[src/rtl/serial_rx_pkg.sv]
package serial_rx_pkg;
  typedef enum logic [1:0] {
    RX_IDLE,
    RX_START,
    RX_DATA,
    RX_STOP
  } rx_state_e;
endpackage

[src/rtl/serial_rx_sync.sv]
module serial_rx_sync #(
  parameter int STAGES = 2
) (
  input  logic clk,
  input  logic rst_n,
  input  logic d_i,
  output logic q_o
);
  logic [STAGES-1:0] chain_q;

  generate
    if (STAGES == 1) begin : g_one
      always_ff @(posedge clk or negedge rst_n) begin
        if (!rst_n) chain_q <= 1'b1;
        else        chain_q <= d_i;
      end
    end else begin : g_many
      always_ff @(posedge clk or negedge rst_n) begin
        if (!rst_n) chain_q <= '1;
        else        chain_q <= {chain_q[STAGES-2:0], d_i};
      end
    end
  endgenerate

  assign q_o = chain_q[STAGES-1];
endmodule

[src/rtl/serial_rx_framer.sv]
module serial_rx_framer
  import serial_rx_pkg::*;
#(
  parameter int DATA_BITS = 8,
  parameter int OSR       = 16
) (
  input  logic                 clk,
  input  logic                 rst_n,
  input  logic                 tick_i,
  input  logic                 rx_i,
  output logic                 start_o,
  output logic                 done_o,
  output logic [DATA_BITS-1:0] data_o,
  output logic                 ferr_o
);
  localparam int CW  = (OSR > 1) ? $clog2(OSR) : 1;
  localparam int BW  = (DATA_BITS > 1) ? $clog2(DATA_BITS) : 1;
  localparam int MID = OSR / 2 - 1;

  rx_state_e            state_q;
  logic [CW-1:0]        cnt_q;
  logic [BW-1:0]        idx_q;
  logic [DATA_BITS-1:0] shreg_q;

  always_ff @(posedge clk or negedge rst_n) begin
    if (!rst_n) begin
      state_q <= RX_IDLE;
      cnt_q   <= '0;
      idx_q   <= '0;
      shreg_q <= '0;
      start_o <= 1'b0;
      done_o  <= 1'b0;
      ferr_o  <= 1'b0;
    end else begin
      start_o <= 1'b0;
      done_o  <= 1'b0;
      if (tick_i) begin
        case (state_q)
          RX_IDLE: begin
            cnt_q <= '0;
            if (!rx_i) state_q <= RX_START;
          end
          RX_START: begin
            if (cnt_q == CW'(MID)) begin
              cnt_q <= '0;
              idx_q <= '0;
              if (!rx_i) begin
                state_q <= RX_DATA;
                start_o <= 1'b1;
              end else begin
                state_q <= RX_IDLE;
              end
            end else begin
              cnt_q <= cnt_q + 1'b1;
            end
          end
          RX_DATA: begin
            if (cnt_q == CW'(OSR - 1)) begin
              cnt_q   <= '0;
              shreg_q <= {rx_i, shreg_q[DATA_BITS-1:1]};
              if (idx_q == BW'(DATA_BITS - 1)) state_q <= RX_STOP;
              else                             idx_q   <= idx_q + 1'b1;
            end else begin
              cnt_q <= cnt_q + 1'b1;
            end
          end
          RX_STOP: begin
            if (cnt_q == CW'(OSR - 1)) begin
              cnt_q   <= '0;
              done_o  <= 1'b1;
              ferr_o  <= !rx_i;
              state_q <= RX_IDLE;
            end else begin
              cnt_q <= cnt_q + 1'b1;
            end
          end
          default: state_q <= RX_IDLE;
        endcase
      end
    end
  end

  assign data_o = shreg_q;
endmodule

[src/rtl/serial_rx_store.sv]
module serial_rx_store #(
  parameter int DW    = 8,
  parameter int DEPTH = 2
) (
  input  logic                       clk,
  input  logic                       rst_n,
  input  logic                       start_i,
  input  logic                       done_i,
  input  logic [DW-1:0]              data_i,
  input  logic                       ferr_i,
  input  logic                       pop_i,
  output logic [DW-1:0]              head_data_o,
  output logic                       head_ferr_o,
  output logic [$clog2(DEPTH+1)-1:0] cnt_o,
  output logic                       hold_vld_o,
  output logic                       overrun_o
);
  localparam int CNTW = $clog2(DEPTH + 1);

  logic [DW-1:0]   mem_d [DEPTH];
  logic [DEPTH-1:0] mem_f, mem_t;
  logic [DW-1:0]   nxt_d [DEPTH];
  logic [DEPTH-1:0] nxt_f, nxt_t;
  logic [CNTW-1:0] cnt_q, cnt_after;

  logic [DW-1:0] hold_d_q;
  logic          hold_f_q, hold_t_q, hold_vld_q;
  logic          pend_tag_q, ovr_q;

  logic          move_hold, room, push_new, push, park, ovr_evt;
  logic [DW-1:0] in_d;
  logic          in_f, in_t;

  always_comb begin
    cnt_after = cnt_q - CNTW'(pop_i);
    move_hold = pop_i & hold_vld_q;
    room      = (cnt_after != CNTW'(DEPTH));
    push_new  = done_i & room & !move_hold;
    push      = move_hold | push_new;
    park      = done_i & !push_new;
    ovr_evt   = start_i & hold_vld_q & !pop_i;
    in_d      = move_hold ? hold_d_q : data_i;
    in_f      = move_hold ? hold_f_q : ferr_i;
    in_t      = move_hold ? hold_t_q : pend_tag_q;

    nxt_d = mem_d;
    nxt_f = mem_f;
    nxt_t = mem_t;
    if (pop_i) begin
      for (int i = 0; i < DEPTH - 1; i++) begin
        nxt_d[i] = mem_d[i+1];
        nxt_f[i] = mem_f[i+1];
        nxt_t[i] = mem_t[i+1];
      end
    end
    if (push) begin
      nxt_d[cnt_after] = in_d;
      nxt_f[cnt_after] = in_f;
      nxt_t[cnt_after] = in_t;
    end
  end

  always_ff @(posedge clk or negedge rst_n) begin
    if (!rst_n) begin
      for (int i = 0; i < DEPTH; i++) mem_d[i] <= '0;
      mem_f <= '0;
      mem_t <= '0;
      cnt_q <= '0;
    end else begin
      mem_d <= nxt_d;
      mem_f <= nxt_f;
      mem_t <= nxt_t;
      cnt_q <= cnt_after + CNTW'(push);
    end
  end

  always_ff @(posedge clk or negedge rst_n) begin
    if (!rst_n) begin
      hold_d_q   <= '0;
      hold_f_q   <= 1'b0;
      hold_t_q   <= 1'b0;
      hold_vld_q <= 1'b0;
    end else begin
      if (move_hold || ovr_evt) hold_vld_q <= 1'b0;
      if (park) begin
        hold_vld_q <= 1'b1;
        hold_d_q   <= data_i;
        hold_f_q   <= ferr_i;
        hold_t_q   <= pend_tag_q;
      end
    end
  end

  always_ff @(posedge clk or negedge rst_n) begin
    if (!rst_n) begin
      pend_tag_q <= 1'b0;
      ovr_q      <= 1'b0;
    end else begin
      if (ovr_evt)     pend_tag_q <= 1'b1;
      else if (done_i) pend_tag_q <= 1'b0;
      if (ovr_evt)                 ovr_q <= 1'b1;
      else if (pop_i && mem_t[0])  ovr_q <= 1'b0;
    end
  end

  assign head_data_o = mem_d[0];
  assign head_ferr_o = mem_f[0];
  assign cnt_o       = cnt_q;
  assign hold_vld_o  = hold_vld_q;
  assign overrun_o   = ovr_q;
endmodule

[src/rtl/serial_rx_ovr.sv]
module serial_rx_ovr #(
  parameter int DATA_BITS   = 8,
  parameter int OVERSAMPLE  = 16,
  parameter int FIFO_DEPTH  = 2,
  parameter int SYNC_STAGES = 2
) (
  input  logic                 clk,
  input  logic                 rst_n,
  input  logic                 rx_i,
  input  logic                 baud_tick_i,
  input  logic                 rd_ready_i,
  output logic                 rd_valid_o,
  output logic [DATA_BITS-1:0] rd_data_o,
  output logic                 frame_err_o,
  output logic                 overrun_o
);
  localparam int CNTW = $clog2(FIFO_DEPTH + 1);

  logic                 rx_sync;
  logic                 start_seen, byte_done, byte_ferr, pop, hold_vld, head_ferr;
  logic [DATA_BITS-1:0] byte_data;
  logic [CNTW-1:0]      fifo_cnt;

  serial_rx_sync #(.STAGES(SYNC_STAGES)) sync_i (
    .clk   (clk),
    .rst_n (rst_n),
    .d_i   (rx_i),
    .q_o   (rx_sync)
  );

  serial_rx_framer #(.DATA_BITS(DATA_BITS), .OSR(OVERSAMPLE)) framer_i (
    .clk     (clk),
    .rst_n   (rst_n),
    .tick_i  (baud_tick_i),
    .rx_i    (rx_sync),
    .start_o (start_seen),
    .done_o  (byte_done),
    .data_o  (byte_data),
    .ferr_o  (byte_ferr)
  );

  assign pop = rd_valid_o & rd_ready_i;

  serial_rx_store #(.DW(DATA_BITS), .DEPTH(FIFO_DEPTH)) store_i (
    .clk         (clk),
    .rst_n       (rst_n),
    .start_i     (start_seen),
    .done_i      (byte_done),
    .data_i      (byte_data),
    .ferr_i      (byte_ferr),
    .pop_i       (pop),
    .head_data_o (rd_data_o),
    .head_ferr_o (head_ferr),
    .cnt_o       (fifo_cnt),
    .hold_vld_o  (hold_vld),
    .overrun_o   (overrun_o)
  );

  assign rd_valid_o  = (fifo_cnt != '0);
  assign frame_err_o = rd_valid_o & head_ferr;
endmodule

[config.mk]
export PLATFORM = sky130hd
export DESIGN_NAME = serial_rx_ovr
export DESIGN_NICKNAME = d
export VERILOG_FILES = /design/src/rtl/serial_rx_pkg.sv /design/src/rtl/serial_rx_sync.sv /design/src/rtl/serial_rx_framer.sv /design/src/rtl/serial_rx_store.sv /design/src/rtl/serial_rx_ovr.sv
export SDC_FILE = /design/constraint.sdc
export NUM_CORES = 1
export LEC_CHECK = 0
export BUFFER_PORTS_ARGS = -buffer_cell sky130_fd_sc_hd__buf_2
export CORE_MARGIN = 2
export CORE_UTILIZATION = 55
export DETAILED_ROUTE_END_ITERATION = 6
export GPL_ROUTABILITY_DRIVEN = 0
export GPL_TIMING_DRIVEN = 1
export HOLD_SLACK_MARGIN = 0.1
export PLACE_DENSITY = 0.78
export REMOVE_ABC_BUFFERS = 1
export SLEW_MARGIN = 20
export SYNTH_ARGS = -nofsm -noshare
export SYNTH_HDL_FRONTEND = slang
export SYNTH_HIERARCHICAL = 1
export SYNTH_SLANG_ARGS = --single-unit
[constraint.sdc]
create_clock -name clk -period 3.8 [get_ports clk]
set_input_delay 0.19 -clock clk [delete_from_list [all_inputs] [get_ports clk]]
set_output_delay 0.19 -clock clk [all_outputs]
set_load 0.1 [all_outputs]
# == Word level (Yosys, flattened, before mapping) ==
# Cells that the tools add are included.
# totals
ff_bits,57
out_inout_bits,11
# classes
add_sub_neg,4
n_lt_le_gt_ge,4
eq_ne,13
n_mux,43
bitwise_logic,10
reduce_logical,19
# op_table
cell,n
$mux 8,3
$mux 1,20
$bwmux 16,1
$mux 16,1
$mux 2,6
$pmux 4 s3,1
$reduce_bool 2->1,5
$mux 3,3
$and 1x1->1,8
$demux 8 s1,1
$mux 4,2
$ne 2x1->1 const B,4
$pmux 2 s4,1
$ne 2x2->1 const B,3
$pmux 3 s2,1
$reduce_and 3->1,2
$reduce_and 6->1,1
$reduce_and 5->1,1
$add 4x1->4 const B,1
$bwmux 2,2
$eq 2x2->1 const B,2
$eq 4x3->1 const B,1
$eq 4x4->1 const B,1
$logic_not 1->1,4
16 further kinds,18

# == Depth between registers and ports, before layout ==
# depth
word_depth,10
mapped_depth,7
depth_no_buf,7

# == Modules after synthesis ==
# The synthesis kept the hierarchy.
# by_module_without_submodules
mod,n_inst,cells_per_inst,area_each_um2
serial_rx_store,1,131,1704.1
serial_rx_framer,1,80,938.4
serial_rx_sync,1,2,52.6
serial_rx_ovr,1,3,21.3

# == Worst setup path before layout ==
# OpenSTA, ideal clock, no wires.
# synth_timing
path_type,register to register
start,"register store_i.cnt_q[1], in the netlist store_i/cnt_o[1]"
end,register store_i.hold_d_q[1]
arrival_ps,1653
path_slack_ps,2022
path_stages_with_launch,7
n_path_buf,1
path_cell_list,dfrtp_1 -> o21a_1 -> ha_1 -> nand2_1 -> a21bo_2 -> buf_6 -> mux2_4
# synth_between
elab_chain_len,8
# synth_rtl
item,line,source
start: declaration,serial_rx_store.sv:24,"logic [CNTW-1:0] cnt_q, cnt_after;"
start signal: assignment,serial_rx_store.sv:73,cnt_q <= cnt_after + CNTW'(push);
$reduce_bool 2->1 (*),serial_rx_ovr.sv:59,assign rd_valid_o = (fifo_cnt != '0);
$and 1x1->1 (*),serial_rx_ovr.sv:42,assign pop = rd_valid_o & rd_ready_i;
named net pop,serial_rx_ovr.sv:20,"logic start_seen, byte_done, byte_ferr, pop, hold_vld, head_ferr;"
$sub 2x1->2,serial_rx_store.sv:35,cnt_after = cnt_q - CNTW'(pop_i);
$ne 2x2->1,serial_rx_store.sv:37,room = (cnt_after != CNTW'(DEPTH));
$and 1x1->1,serial_rx_store.sv:38,push_new = done_i & room & !move_hold;
$and 1x1->1 (*),serial_rx_store.sv:38,
$logic_not 1->1 (*),serial_rx_store.sv:40,park = done_i & !push_new;
$and 1x1->1 (*),serial_rx_store.sv:40,
end signal: assignment,serial_rx_store.sv:87,hold_d_q <= data_i;
end: declaration,serial_rx_store.sv:26,logic [DW-1:0] hold_d_q;
# The timed path passes the listed nets; every way through them passes the cells marked *.
# A chain may end at the register's enable or synchronous reset.

# == Final worst setup path ==
# layout_timing
start,"register store_i.cnt_q[1], in the netlist store_i/cnt_o[1]"
end,register store_i/mem_d[2] in the netlist's numbering
# layout_between
elab_chain_len,9
# layout_rtl
item,line,source
$reduce_bool 2->1 (*),serial_rx_ovr.sv:59,
$and 1x1->1 (*),serial_rx_ovr.sv:42,
named net pop,serial_rx_ovr.sv:20,
$sub 2x1->2,serial_rx_store.sv:35,
$not 2->3 (implied by the code),serial_rx_store.sv:57,nxt_d[cnt_after] = in_d;
$ge 3x2->1 (implied by the code) or $lt 3x1->1 (tied branches),serial_rx_store.sv:57,
$logic_and 1x1->1 (implied by the code),serial_rx_store.sv:57,
$mux 8 (implied by the code),serial_rx_store.sv:57,
$demux 8 s1,serial_rx_store.sv:57,
$bwmux 16,serial_rx_store.sv:57,
end signal: assignment,serial_rx_store.sv:70,mem_d <= nxt_d;
end: declaration,serial_rx_store.sv:20,logic [DW-1:0] mem_d [DEPTH];
# Marked as above.

==> flow_summary.ini <==
[timing]
finalHoldViolations = 0
setup_slack_ps = 1290
drv_slew = 0
tightestPinTransition_ps = 1090
setup_violations = 0
slew-limit-headroom_pct = 27.2
clock.fmax_ghz = 0.398
tns_ps = 0
fin_crit_sh_pct = 66.1
rsz0062_at_grt = false
fin_skew_ps = 5.57
min_period_ps = 2510

[cells_and_area]
syn_to_final_growth_pct = 9.86
drive_gt1_share_pct = 25.8
utilization_pct = 62.8
nets = 238
fillCellCount = 395
diodes = 0

[job]
cap_violations = 0

[floorplan]
io-pin-count = 16
die_w_um = 74.3
dieHeight_um = 74.3
rows = 25
core_area_um2 = 4750
start_util_pct = 57.1
die-area_um2 = 5520

[placed_design]
pre_cts_slack_ps = 1290
dp_hpwl_mm = 2.89
port_buffers = 15

[logic_synthesis]
syn_area_um2 = 2720
yosysTopAreaCell = dfrtp_1
synth-edff-count = 0
ys_types = 37
synthXorXnorAreaFrac_pct = 0.967
synthAdderAreaFrac_pct = 2.30
synth.most_common_cell = dfrtp_1
synth_area_leaders = dfrtp_1 (51%), mux2i_1 (16%), mux2_4 (5.0%)
syn_area_per_cell_um2 = 12.6
yosys-top-cells-count = dfrtp_1 (55), mux2i_1 (44), inv_1 (21)
synth_top_family_by_area = multiplexers
async_reset_ff_share_pct = 100
synth_top_area_share_pct = 50.7
synthSimpleGateAreaFrac_pct = 5.99
muxShareOfSynthArea_pct = 24.9
synthFlopType = dfrtp_1
synth.ff_latch_count = 57
synth-seq-area-share_pct = 52.6
synth_compound_area_share_pct = 5.62
synth_cells = 216
yosysWarnings = 6

[power_and_ir_drop]
max-vdd-ir-drop_v = 0.000472
p_leak_nw = 1.44
power_density_nw_per_um2 = 702

[clock_network]
cts_made_buffers = 9
cts-root-buf = clkbuf_8
post_cts_resized = 0
clk_latency_ps = 330
cts_tree = yes
clkTransAtPathRegs_ps = 70
htreeDepth = 3
cts_buffer_depth = 2
cts_sinks = 57
cts-hold-fix-buffers = 2
cts_setup_buffers = 0

[critical_path]
path_max_fanout = 15
rrSetupSlack_ps = 1290
critPathArrivalTime_ps = 2770
reg2reg_from = store_i/cnt_o[1]$_DFF_PN0_
critPathKind = reg -> reg
crit_required_ps = 4050
r2r-end = store_i/mem_d[2]$_DFFE_PN0P_
crit_path_start_kind = flop
cp-end-kind = flop
r2r_cells = 6

[hold_path]
worstHoldPathType = in -> reg
worstHoldStart = baud_tick_i
worstHoldEndpoint = framer_i/cnt_q[0]$_DFFE_PN0P_
whs_path_depth = 2

[global_routing]
grt_pass1_vias = 1556
grt_usage_pct = 18.3
grt_max_degree = 38
grt_pass1_wl_mm = 7.42
antenna_found_initial = 0
grt_overflow_total = 0

[outcome]
outcome = finished, final reports clean

[routing]
firstDrtPassIters = 4
vias = 1591
post_drt_wl_per_cell_um = 14.4
wirelength_mm = 4.32
drtIter0Drc = 108
via_per_inst = 5.30
drc_errors = 0
ant_nets = 0
[registers in the layout (all words and copies together), names as in the netlist, 2 cells and up, named ones only]
signal               count
store_i/head_data_o      8
store_i/hold_d_q         8
sync_i/chain_q           2
framer_i/idx_q           3
store_i/mem_t            2
framer_i/data_o          8
store_i/cnt_o            2
framer_i/cnt_q           4
store_i/mem_f            2
store_i/mem_d            8
[where the power goes]
| part | internal, W | total (W) | switching, W |
|---|---|---|---|
| Sequential | 0.000741 | 0.000862 | 0.000120 |
| Combinational | 0.000205 | 0.000674 | 0.000469 |
| Clock | 0.000318 | 0.000560 | 0.000242 |
[placed cells by master (no fill, tap or decap), types with 3 or more instances in the layout]
cell type	count
nor2_1	3
inv_1	21
o21ai_0	7
xnor2_1	3
buf_2	15
ha_1	5
mux2_2	9
dfrtp_1	55
nand2_1	5
mux2_4	9
a21oi_1	4
clkbuf_8	10
o22ai_1	5
mux2i_1	44
[layer usage]
metal,share of wire (%),GRT usage (%)
met5,0,0
met4,1.6,7.14
met3,3.0,6.50
met2,47,27.8
met1,48,24.4
[metrics by stage]
| step | power [W] | instances | hold slack [ps] | area, um2 |
|---|---|---|---|---|
| 6_report | 0.00210 | 300 | 183 | 2980 |
| 5_1_grt | 0.00222 | 300 | 186 | 2980 |
| 4_1_cts | 0.00211 | 300 | 164 | 2980 |
| 3_5_place_dp | 0.00154 | 282 | 297 | 2770 |
| 3_3_place_gp | 0.00152 | 282 | 296 | 2770 |
| 2_1_floorplan | 0.00140 | 198 | -106 | 2590 |
[cells by family after synthesis]
group / Yosys count
adder cells (fa/ha/maj): 5
AO/OA/AOI/OAI: 24
multiplexers: 62
AND/OR/NAND/NOR: 26
XOR/XNOR: 3
buffers and inverters: 39
flip-flops: 57
[layout make-up]
| class | count | area, um2 | share of cell area [%] |
|---|---|---|---|
| sequential | 57 | 1430 | 47.9 |
| multi-input combinational | 120 | 1090 | 36.4 |
| clock buffer | 11 | 141 | 4.74 |
| timing repair buffer | 19 | 110 | 3.69 |
| tap | 67 | 83.8 | 2.81 |
| inverter | 21 | 78.8 | 2.64 |
| clock inverter | 5 | 55.1 | 1.84 |
[critical path, stage by stage, from the launching register on]
cell     delay [ps]
dfrtp_1         440
o21a_1          210
buf_4           210
ha_1            230
xnor2_1         190
nor3b_2         860
mux2i_1         280
[worst max-delay path by stage]
stage                     slack (ps)                        from  depth (start not counted)                          endpoint
after detailed placement        1290  store_i/cnt_o[1]$_DFF_PN0_                          6      store_i/mem_d[4]$_DFFE_PN0P_
after global routing            1070  store_i/cnt_o[1]$_DFF_PN0_                          6      store_i/mem_d[2]$_DFFE_PN0P_
final                           1290  store_i/cnt_o[1]$_DFF_PN0_                          6      store_i/mem_d[2]$_DFFE_PN0P_
after CTS                       1270  store_i/cnt_o[1]$_DFF_PN0_                          6      store_i/mem_d[4]$_DFFE_PN0P_
after global placement          1360  store_i/cnt_o[1]$_DFF_PN0_                          6      store_i/mem_t[1]$_DFFE_PN0P_
after floorplan                 1110  store_i/cnt_o[1]$_DFF_PN0_                          5  store_i/head_data_o[0]$_DFF_PN0_
Note: power is estimated with default switching activity, not from simulation.
